--- src/rtl/rom_patch_pkg.sv ---
package rom_patch_pkg;

   // enable bit for entry idx sits at an odd position of the control word
   function automatic int unsigned enable_pos(int unsigned idx);
      return 2 * idx + 1;
   endfunction

   // word address of patch entry idx relative to the first entry
   function automatic int unsigned entry_offset(int unsigned idx);
      return 2 * idx;
   endfunction

endpackage

--- src/rtl/rpc_entry_cmp.sv ---
module rpc_entry_cmp #(
   parameter int unsigned     AW       = 16,
   parameter bit              GUARD_EN = 1'b1,
   parameter logic [AW-1:0]   FLOOR    = 16'h0080
) (
   input  logic          en,
   input  logic [AW-1:0] patch_addr,
   input  logic [AW-1:0] fetch_addr,
   output logic          hit,
   output logic          guard_viol
);

   logic below_floor;

   generate
      if (GUARD_EN) begin : g_guard
         assign below_floor = (patch_addr < FLOOR);
      end else begin : g_noguard
         assign below_floor = 1'b0;
      end
   endgenerate

   assign hit        = en & ~below_floor & (patch_addr == fetch_addr);
   assign guard_viol = en & below_floor;

endmodule

--- src/rtl/rpc_regfile.sv ---
module rpc_regfile
   import rom_patch_pkg::*;
#(
   parameter int unsigned   AW         = 16,
   parameter int unsigned   N          = 2,
   parameter int unsigned   CW         = 8,
   parameter int unsigned   ERR_BIT    = 7,
   parameter logic [AW-1:0] PATCH_BASE = 16'hFF38,
   parameter logic [AW-1:0] CTRL_ADDR  = 16'hFF36
) (
   input  logic                 clk,
   input  logic                 rst_n,
   input  logic [AW-1:0]        bus_addr,
   input  logic [AW-1:0]        bus_wdata,
   input  logic                 bus_we,
   output logic [AW-1:0]        bus_rdata,
   input  logic                 err_set,
   output logic [N-1:0][AW-1:0] patch_q,
   output logic [N-1:0]         en_q,
   output logic                 err_q
);

   logic          ctrl_wr;
   logic [CW-1:0] ctrl_img;

   assign ctrl_wr = bus_we && (bus_addr == CTRL_ADDR);

   genvar gi;
   generate
      for (gi = 0; gi < N; gi++) begin : g_entry
         localparam logic [AW-1:0] MY_ADDR = PATCH_BASE + AW'(entry_offset(gi));
         localparam int unsigned   EB      = enable_pos(gi);

         always_ff @(posedge clk or negedge rst_n) begin
            if (!rst_n) begin
               patch_q[gi] <= '0;
            end else if (bus_we && (bus_addr == MY_ADDR) && !en_q[gi]) begin
               patch_q[gi] <= bus_wdata;
            end
         end

         always_ff @(posedge clk or negedge rst_n) begin
            if (!rst_n) begin
               en_q[gi] <= 1'b0;
            end else if (ctrl_wr) begin
               en_q[gi] <= bus_wdata[EB];
            end
         end
      end
   endgenerate

   // sticky error: hardware set wins over a software clear
   always_ff @(posedge clk or negedge rst_n) begin
      if (!rst_n) begin
         err_q <= 1'b0;
      end else if (err_set) begin
         err_q <= 1'b1;
      end else if (ctrl_wr && bus_wdata[ERR_BIT]) begin
         err_q <= 1'b0;
      end
   end

   always_comb begin
      ctrl_img = '0;
      for (int i = 0; i < N; i++) begin
         ctrl_img[enable_pos(i)] = en_q[i];
      end
      ctrl_img[ERR_BIT] = err_q;
   end

   always_comb begin
      bus_rdata = '0;
      if (bus_addr == CTRL_ADDR) begin
         bus_rdata = AW'(ctrl_img);
      end
      for (int i = 0; i < N; i++) begin
         if (bus_addr == PATCH_BASE + AW'(entry_offset(i))) begin
            bus_rdata = patch_q[i];
         end
      end
   end

endmodule

--- src/rtl/rom_patch_cmp.sv ---
module rom_patch_cmp #(
   parameter int unsigned       ADDR_W      = 16,
   parameter int unsigned       N_ENTRY     = 2,
   parameter int unsigned       CTRL_W      = 8,
   parameter int unsigned       ERR_BIT     = 7,
   parameter bit                GUARD_EN    = 1'b1,
   parameter logic [ADDR_W-1:0] PATCH_BASE  = 16'hFF38,
   parameter logic [ADDR_W-1:0] CTRL_ADDR   = 16'hFF36,
   parameter logic [ADDR_W-1:0] TARGET     = 16'hF7FD,
   parameter logic [ADDR_W-1:0] GUARD_FLOOR = 16'h0080
) (
   input  logic              clk,
   input  logic              rst_n,
   input  logic [ADDR_W-1:0] bus_addr,
   input  logic [ADDR_W-1:0] bus_wdata,
   input  logic              bus_we,
   output logic [ADDR_W-1:0] bus_rdata,
   input  logic [ADDR_W-1:0] fetch_addr,
   input  logic              fetch_valid,
   output logic              redir_req,
   output logic [ADDR_W-1:0] redir_target
);

   localparam int unsigned TOP_EN_BIT = 2 * N_ENTRY - 1;

   generate
      if (N_ENTRY < 1 || N_ENTRY > 3) begin : g_bad_n
         $error("rom_patch_cmp: N_ENTRY must be 1..3");
      end
      if (TOP_EN_BIT >= CTRL_W || ERR_BIT >= CTRL_W) begin : g_bad_ctrl
         $error("rom_patch_cmp: control bits do not fit CTRL_W");
      end
      if (ERR_BIT % 2 == 1 && ERR_BIT <= TOP_EN_BIT) begin : g_bad_err
         $error("rom_patch_cmp: ERR_BIT collides with an enable bit");
      end
      if (CTRL_W > ADDR_W) begin : g_bad_w
         $error("rom_patch_cmp: CTRL_W wider than the data bus");
      end
   endgenerate

   logic [N_ENTRY-1:0][ADDR_W-1:0] patch_w;
   logic [N_ENTRY-1:0]             en_w;
   logic [N_ENTRY-1:0]             hit_w;
   logic [N_ENTRY-1:0]             viol_w;
   logic                           err_w;

   rpc_regfile #(
      .AW        (ADDR_W),
      .N         (N_ENTRY),
      .CW        (CTRL_W),
      .ERR_BIT   (ERR_BIT),
      .PATCH_BASE(PATCH_BASE),
      .CTRL_ADDR (CTRL_ADDR)
   ) u_regs (
      .clk      (clk),
      .rst_n    (rst_n),
      .bus_addr (bus_addr),
      .bus_wdata(bus_wdata),
      .bus_we   (bus_we),
      .bus_rdata(bus_rdata),
      .err_set  (|viol_w),
      .patch_q  (patch_w),
      .en_q     (en_w),
      .err_q    (err_w)
   );

   genvar gi;
   generate
      for (gi = 0; gi < N_ENTRY; gi++) begin : g_cmp
         rpc_entry_cmp #(
            .AW      (ADDR_W),
            .GUARD_EN(GUARD_EN),
            .FLOOR   (GUARD_FLOOR)
         ) u_cmp (
            .en        (en_w[gi]),
            .patch_addr(patch_w[gi]),
            .fetch_addr(fetch_addr),
            .hit       (hit_w[gi]),
            .guard_viol(viol_w[gi])
         );
      end
   endgenerate

   assign redir_req    = fetch_valid & (|hit_w);
   assign redir_target = TARGET;

endmodule

--- config.mk ---
export PLATFORM = sky130hd
export DESIGN_NAME = rom_patch_cmp
export DESIGN_NICKNAME = d
export VERILOG_FILES = /design/src/rtl/rom_patch_pkg.sv /design/src/rtl/rpc_entry_cmp.sv /design/src/rtl/rpc_regfile.sv /design/src/rtl/rom_patch_cmp.sv
export SDC_FILE = /design/constraint.sdc
export NUM_CORES = 1
export LEC_CHECK = 0
export BUFFER_PORTS_ARGS = -buffer_cell sky130_fd_sc_hd__buf_4
export CORE_ASPECT_RATIO = 1.2
export CORE_UTILIZATION = 26
export DETAILED_ROUTE_END_ITERATION = 10
export SETUP_SLACK_MARGIN = 0.3
export SYNTH_ARGS = -nofsm -noshare
export SYNTH_HDL_FRONTEND = slang
export SYNTH_HIERARCHICAL = 1
export SYNTH_SLANG_ARGS = --single-unit
--- constraint.sdc ---
create_clock -name clk -period 2.1 [get_ports clk]
set_clock_uncertainty 0.1 [all_clocks]
set_input_delay 0.315 -clock clk [delete_from_list [all_inputs] [get_ports clk]]
set_output_delay 0.315 -clock clk [all_outputs]
set_load 0.1 [all_outputs]
---- Yosys cells after proc, flatten, opt, wreduce, memory -nomap -nowiden ----
Cells that the tools add are included.
Widths: inputs -> output; s select.
storage, ports and cells
  flip-flop bits (word level) ............. 35
  bits of input ports ..................... 52
  output and inout port bits .............. 33
cells by class
  order comparisons ....................... 2
  equal/unequal tests ..................... 5
  multiplexer cells ....................... 5
  bitwise gates (word level) .............. 9
  reduce and logical (&&, ||, !) cells .... 11
operators by type and width
  cell                  count
  $eq 16x16->1 const B  3
  $eq 16x16->1          2
  $lt 16x8->1 const B   2
  $mux 16               2
  $mux 8                1
  $and 1x1->1           7
  $logic_and 1x1->1     6
  $reduce_or 2->1       2
  $logic_not 1->1       2
  $mux 1                2
  $not 1->1             2
  $reduce_bool 2->1     1

---- Logic depth before layout (Yosys ltp) ----
Gate-level depths: netlist of the first run.
  depth in word-level cells ............... 6
  depth in mapped cells ................... 6
  depth with buffers taken out ............ 5

---- Modules after synthesis ----
The synthesis of the first run kept the hierarchy.
by module, submodules not included
  module         times used  cells an instance  area each (um^2)  sequential area each (um^2)
  rpc_regfile    1           112                1676.6            875.8
  rpc_entry_cmp  2           28                 216.5             0.0
  rom_patch_cmp  1           20                 141.4             0.0

---- Worst setup path after synthesis of the first run ----
No wires, ideal clock.
  path type ............................... input to output
  from .................................... in bus_addr[6]
  to ...................................... out bus_rdata[1]
  data arrival time ....................... 2537 ps
  data required time ...................... 1685 ps
  slack ................................... -852 ps
  stages on the path ...................... 4
  cell sequence ........................... nand4bb_4 or3_1 buf_2 o2bb2ai_1
on the way
  cells in the longest elaborated chain, start to end .. 4
  elaborated cells between the ends (all ways) .. 6
RTL lines
  what             line                 text
  start, declared  rom_patch_cmp.sv:14  input logic [ADDR_W-1:0] bus_addr,
  $eq 16x16->1     rpc_regfile.sv:73    if (bus_addr == CTRL_ADDR) begin
  $mux 8           rpc_regfile.sv:73
  $mux 16          rpc_regfile.sv:77    if (bus_addr == PATCH_BASE + AW'(entry_offset(i))) begin
  $mux 16 *        rpc_regfile.sv:77
  end, declared    rom_patch_cmp.sv:17  output logic [ADDR_W-1:0] bus_rdata,
Every way passes the cells marked *; elsewhere a longest branch is shown, timed or not.

---- Worst setup path after layout of the first run ----
  from .................................... reg u_regs/patch_q[9] in the netlist's numbering
  to ...................................... out redir_req
on the way
  cells in the longest elaborated chain, start to end .. 6
  elaborated cells between the ends (all ways) .. 7
RTL lines
  what                             line                 text
  start, declared                  rpc_regfile.sv:18    output logic [N-1:0][AW-1:0] patch_q,
  start signal, assigned by index  rpc_regfile.sv:38    patch_q[gi] <= bus_wdata;
  $lt 16x8->1                      rpc_entry_cmp.sv:17  assign below_floor = (patch_addr < FLOOR);
  $not 1->1                        rpc_entry_cmp.sv:23  assign hit = en & ~below_floor & (patch_addr == fetch_addr);
  $and 1x1->1                      rpc_entry_cmp.sv:23
  $and 1x1->1 *                    rpc_entry_cmp.sv:23
  via hit_w[0]                     rom_patch_cmp.sv:43  logic [N_ENTRY-1:0] hit_w;
  $reduce_or 2->1 *                rom_patch_cmp.sv:84  assign redir_req = fetch_valid & (|hit_w);
  $and 1x1->1 *                    rom_patch_cmp.sv:84
  end, declared                    rom_patch_cmp.sv:20  output logic redir_req,
Mark *: on every way through the listed nets, which the timed path passes. The rest lies on a longest branch.

==> qor.csv, run 1 <==
metric,value,unit
root_buffer,clkbuf_8,
r2r-start,u_regs/en_q[0],
yosys.area.top_type,dfrtp_1,
cp.arrival,1.83,ns
setup_viol,1,
synth-main-ff-cell,dfrtp_1,
ys_seq_elements,35,
drt_iter0_drc,59,
failed_checks,negative setup slack,
postRouteAntennaNets,0,
grt_pass1_vias,1883,
timing.rr.end,u_regs/patch_q[6],
row_count,36,
core,8240,um^2
overflow,0,
synth_edf_count,0,
timing_worst_setup_path_type,flip-flop to primary output,
cp-end-kind,primary output,
clkSinkCount,35,
synth_area_leaders,"dfrtp_1, mux2_2, xnor2_1, mux2_4, buf_4",
rsz0062_at_grt,yes,
whs,0.172,ns
die_y,104,um
outcome,"complete, but fails checks",
clkTransAtPathRegs,0.07,ns
cp.required,1.68,ns
grtUsageTotal,14.3,%
cp_max_fo,3,
post-route-util,42.3,%
cp-startpoint,u_regs/patch_q[9],
vias,1732,
clock_latency,0.28,ns
cts_buffers,5,
place_congestion,0.758,
reg2reg_depth,3,
io_buffers,68,
avgRoutedWirePerCell,15.5,um
grt_max_degree,36,
synthCells,188,
dp.cells,382,
fin_crit,2.24,ns
rrSetupSlack,0.72,ns
die-area,9030,um^2
firstDrtPassIters,4,
drc,0,
yosys.area.top_type_share,38.9,%
antenna_found_initial,0,
antennaDiodeCount,0,
max_freq,0.446,GHz
fillers,789,
crit_end,redir_req,
drv_slew,0,
ir_drop,0.225,mV
synthArstFlopShare,100,%
yosysWarnings,6,
syn_area_per_cell,12.0,um^2
drive_gt1_share,56.9,%
die_x,86.9,um
io_pins,85,
cts_buffer_depth,2,
tns,-0.143,ns
cts_htree_levels,2,
totalPowerFinal,1.40,mW
post-route-period-util,107,%
initial_core_util,27.3,%
fin_cells,390,
worst_slack,-0.143,ns
syn_to_final_growth,54.8,%
nNetsFinal,329,
dp_hpwl,4.74,mm
min_path_type,input pin to flip-flop,
synth.most_common_cell,dfrtp_1,
ys_seq_area_share,38.9,%
ys_types,34,
leakagePower,1.64,nW
powerDensity,401,nW/um^2
hold_violations,0,
cap_violations,0,
routed_wl,6.05,mm
synthTopCellsByCount,"dfrtp_1, mux2_2, xnor2_1",
syn_area,2250,um^2
grt_pass1_wl,9.88,mm
cts_tree,built,
critPathLaunchType,flip-flop,
vias_per_cell,4.44,
==> registers in the layout, summed over array words and instances, names as in the netlist <==
register / count
u_regs/err_q: 1
u_regs/patch_q: 32
u_regs/en_q: 2
==> how the worst min path moves through the flow <==
stage / start / depth (start not counted) / endpoint
after floorplan: rst_n / 0 / u_regs/en_q[0]
after global placement: rst_n / 1 / u_regs/patch_q[13]
after detailed placement: rst_n / 1 / u_regs/patch_q[21]
after CTS: bus_wdata[13] / 2 / u_regs/patch_q[13]
after global routing: bus_wdata[13] / 2 / u_regs/patch_q[29]
final: bus_wdata[13] / 2 / u_regs/patch_q[13]
==> layout by cell type (no fill, tap or decap), types with 2 or more instances in the layout <==
master,count
nor3_1,2
mux2_4,10
inv_1,3
clkbuf_8,5
a22oi_1,3
nand3_1,5
nor2_1,6
xor2_1,8
nand4_1,8
buf_12,21
nor4_2,5
buf_4,66
o2bb2ai_4,3
dfrtp_1,35
mux2_2,24
xnor2_1,24
a22o_4,13
conb_1,16
==> critical path, stage by stage, from the launching register on <==
cell and delay (ns):
dfrtp_1 0.41, xor2_1 0.16, nor4_2 0.28, nand3_1 0.15, nor4_2 0.20, o21a_4 0.19, buf_12 0.16
==> metrics by stage <==
step | cell area, um^2 | setup WS [ns]
2_1_floorplan | 2490 | -0.0579
3_3_place_gp | 3170 | -0.184
3_5_place_dp | 3170 | -0.189
4_1_cts | 3480 | -0.183
5_1_grt | 3480 | -0.265
6_report | 3480 | -0.143
==> metal layers <==
metal | track usage (%) | wire length (um) | up-vias
li1 | - | - | 827
met2 | 24.3 | 3180 | 60
met3 | 3.17 | 336 | 4
met4 | 3.33 | 36 | 0
met5 | 0 | 0 | -
met1 | 18.3 | 2500 | 841
==> final cells by class <==
class	count	area, um^2	area share (%)
timing repair buffer	89	937	26.9
tap	114	143	4.09
inverter	3	11.3	0.323
sequential	35	876	25.1
clock buffer	6	72.6	2.08
multi-input combinational	143	1450	41.5
==> timing repair <==
action,CTS,global route
gates cloned,0,0
resized for setup,53,1
hold buffers,1,0
endpoints found under the hold margin,35,0
pin swaps,5,3
setup buffers,1,0
endpoints found under the setup margin,17,17
==> cells by family after synthesis <==
kind of cell	count (synthesis)	synth area share, %
AOI/OAI and AO/OA	21	7.78
xor gates and xnor gates	32	12.5
buffers and inverters	24	7.62
DFF	35	38.9
muxes	34	18.7
other	2	0.334
and+or+nand+nor	40	14.2
==> power by group <==
part,switching (mW),internal (mW)
Combinational,0.190,0.0941
Clock,0.218,0.221
Sequential,0.000444,0.675
Total,0.409,0.990
Power figures use the tool's default switching activity.
==> run 2, diff against run 1 <==
- CORE_MARGIN: default -> 8
- CORE_UTILIZATION: 26 -> 35
- SLEW_MARGIN: default -> 20
==> qor.csv, run 2 (same netlist as run 1, synthesis figures left out) <==
metric,value,unit,change
outcome,"complete, but fails checks",,
failed_checks,negative setup slack,,
drv_slew,0,,unchanged
clkTransAtPathRegs,0.07,ns,about the same
mostFrequentLayoutCell,buf_4,,
cts_buffers,5,,unchanged
pwr-share-clk,31.6,%,+0.2 points
drive_gt1_share,57.0,%,+0.11 points
clock_latency,0.28,ns,about the same
max_freq,0.430,GHz,-3.6%
ir_drop,0.366,mV,+63%
fillers,558,,-29%
p_sw_share,29.3,%,+0.056 points
avgRoutedWirePerCell,17.2,um,+11%
io_buffers,68,,unchanged
cp-end-kind,primary output,,
dp_hpwl,4.87,mm,+2.8%
vias_per_cell,4.74,,+6.8%
whs,0.172,ns,-0.0000240 ns
leakagePower,1.66,nW,+1.5%
drt_iter0_drc,83,,+41%
die_x,89.2,um,+2.6%
core,6330,um^2,-23%
root_buffer,clkbuf_8,,
nNetsFinal,332,,+0.91%
postRouteAntennaNets,0,,unchanged
dp.cells,352,,-7.9%
tns,-0.661,ns,-0.518 ns
overflow,0,,unchanged
p_switching,0.410,mW,+0.30%
pwr-share-comb,20.2,%,about the same
place_congestion,0.763,,+0.67%
wl_met2,3.25,mm,+2.3%
fin_cells,364,,-6.7%
initial_core_util,35.6,%,+8.3 points
row_count,32,,-11%
clkSinkCount,35,,unchanged
grt_pass1_wl,10.1,mm,+2.0%
grt_max_degree,36,,unchanged
wl_met1,2.52,mm,+1.0%
slowest_delay,0.41,ns,about the same
met3_length,433,um,+29%
setup_viol,17,,+16
critPathLaunchType,flip-flop,,
reg_top3,"u_regs/patch_q x32, u_regs/en_q x2, u_regs/err_q x1",,
die_y,104,um,about the same
cp_slowest_cell,dfrtp_1,,
topRoutingLayerUsed,met4,,
largest_reg_flops,32,,unchanged
cts_buffer_depth,2,,unchanged
fin_crit,2.33,ns,+0.0835 ns
post-route-util,55.3,%,+13 points
routed_wl,6.26,mm,+3.5%
antenna_found_initial,0,,unchanged
cts_tree,built,,
cts_htree_levels,2,,unchanged
antennaDiodeCount,0,,unchanged
internal_power,0.990,mW,about the same
crit_family,simple AND/OR/NAND/NOR gates,,
firstDrtPassIters,4,,unchanged
drc,0,,unchanged
grt_pass1_vias,1987,,+5.5%
syn_to_final_growth,55.3,%,
cp.required,1.68,ns,about the same
pre_cts_ws,-0.133,ns,+0.0566 ns
timing_worst_setup_path_type,flip-flop to primary output,,
path_buf_inv,1,,unchanged
cp_cell_sequence,xor2_1 -> nor4_2 -> nand3_1 -> nor4_2 -> o21a_4 -> buf_12,,
min_path_type,input pin to flip-flop,,
cpMostUsedCell,nor4_2,,
top_register,u_regs/patch_q,,
final_cell_mix,"buf_4, dfrtp_1, xnor2_1, mux2_2, buf_12",,
cap_violations,0,,unchanged
rsz0062_at_grt,yes,,
hold_violations,0,,unchanged
post-route-period-util,111,%,+4.0 points
die-area,9260,um^2,+2.5%
p_seq_share,48.2,%,about the same
io_pins,85,,unchanged
powerDensity,401,nW/um^2,-0.21%
cp_max_fo,3,,unchanged
grtUsageTotal,14.2,%,-0.13 points
cp.arrival,1.91,ns,+0.08 ns
vias,1726,,-0.35%
worst_slack,-0.226,ns,-0.0835 ns
## run 2: cell count changes in the layout (fill, tap and decap cells not counted), sizes merged
cell	delta
buf	+3
## run 2: routing by layer
metal  vias up  track usage (%)
met5         -                0
met4         0             3.22
met3         6             3.72
met2        52             24.1
met1       837             17.2
li1        831                -
## run 2: final timing paths
check / from / to / slack (ns) / depth (start not counted)
hold / removal: bus_wdata[15] / u_regs/patch_q[15] / 0.17 / 2
min in group asynchronous: rst_n / u_regs/err_q / 0.43 / 2
setup reg to reg: u_regs/patch_q[9] / u_regs/err_q / 0.69 / 6
hold reg to reg: u_regs/err_q / u_regs/err_q / 0.42 / 2
max in group asynchronous: rst_n / u_regs/patch_q[7] / 1.15 / 2
setup / recovery: u_regs/patch_q[3] / redir_req / -0.23 / 6
## run 2: stage by stage
stage	instance area, um^2	power, mW
floorplan	2490	0.876
finish	3500	1.40
global route	3500	1.46
CTS	3490	1.42
global placement	3110	0.969
detailed placement	3110	0.971
## run 2: cell type report
type | instances | area [um^2] | area share, %
repair buffers | 92 | 991 | 28.3
multi-input cells | 143 | 1440 | 41.2
clock buffers | 6 | 72.6 | 2.08
inverters | 3 | 11.3 | 0.322
well taps | 85 | 106 | 3.04
flip-flops and latches | 35 | 876 | 25.1
## run 2: repair_timing
| item | in CTS | in global routing |
|---|---|---|
| endpoints found under the hold margin | 35 | 0 |
| hold buffers | 1 | 0 |
| resized for setup | 57 | 0 |
| gates cloned | 1 | 0 |
| buffers inserted | 3 | 1 |
| endpoints found under the setup margin | 17 | 17 |
| pin swaps | 3 | 0 |
## run 2: power by group through the flow
stage	Combinational [mW]	Sequential [mW]	Clock (mW)
2_1_floorplan	0.188	0.688	0
3_3_place_gp	0.281	0.688	0
3_5_place_dp	0.283	0.688	0
4_1_cts	0.286	0.675	0.458
5_1_grt	0.299	0.675	0.488
6_report	0.283	0.675	0.442
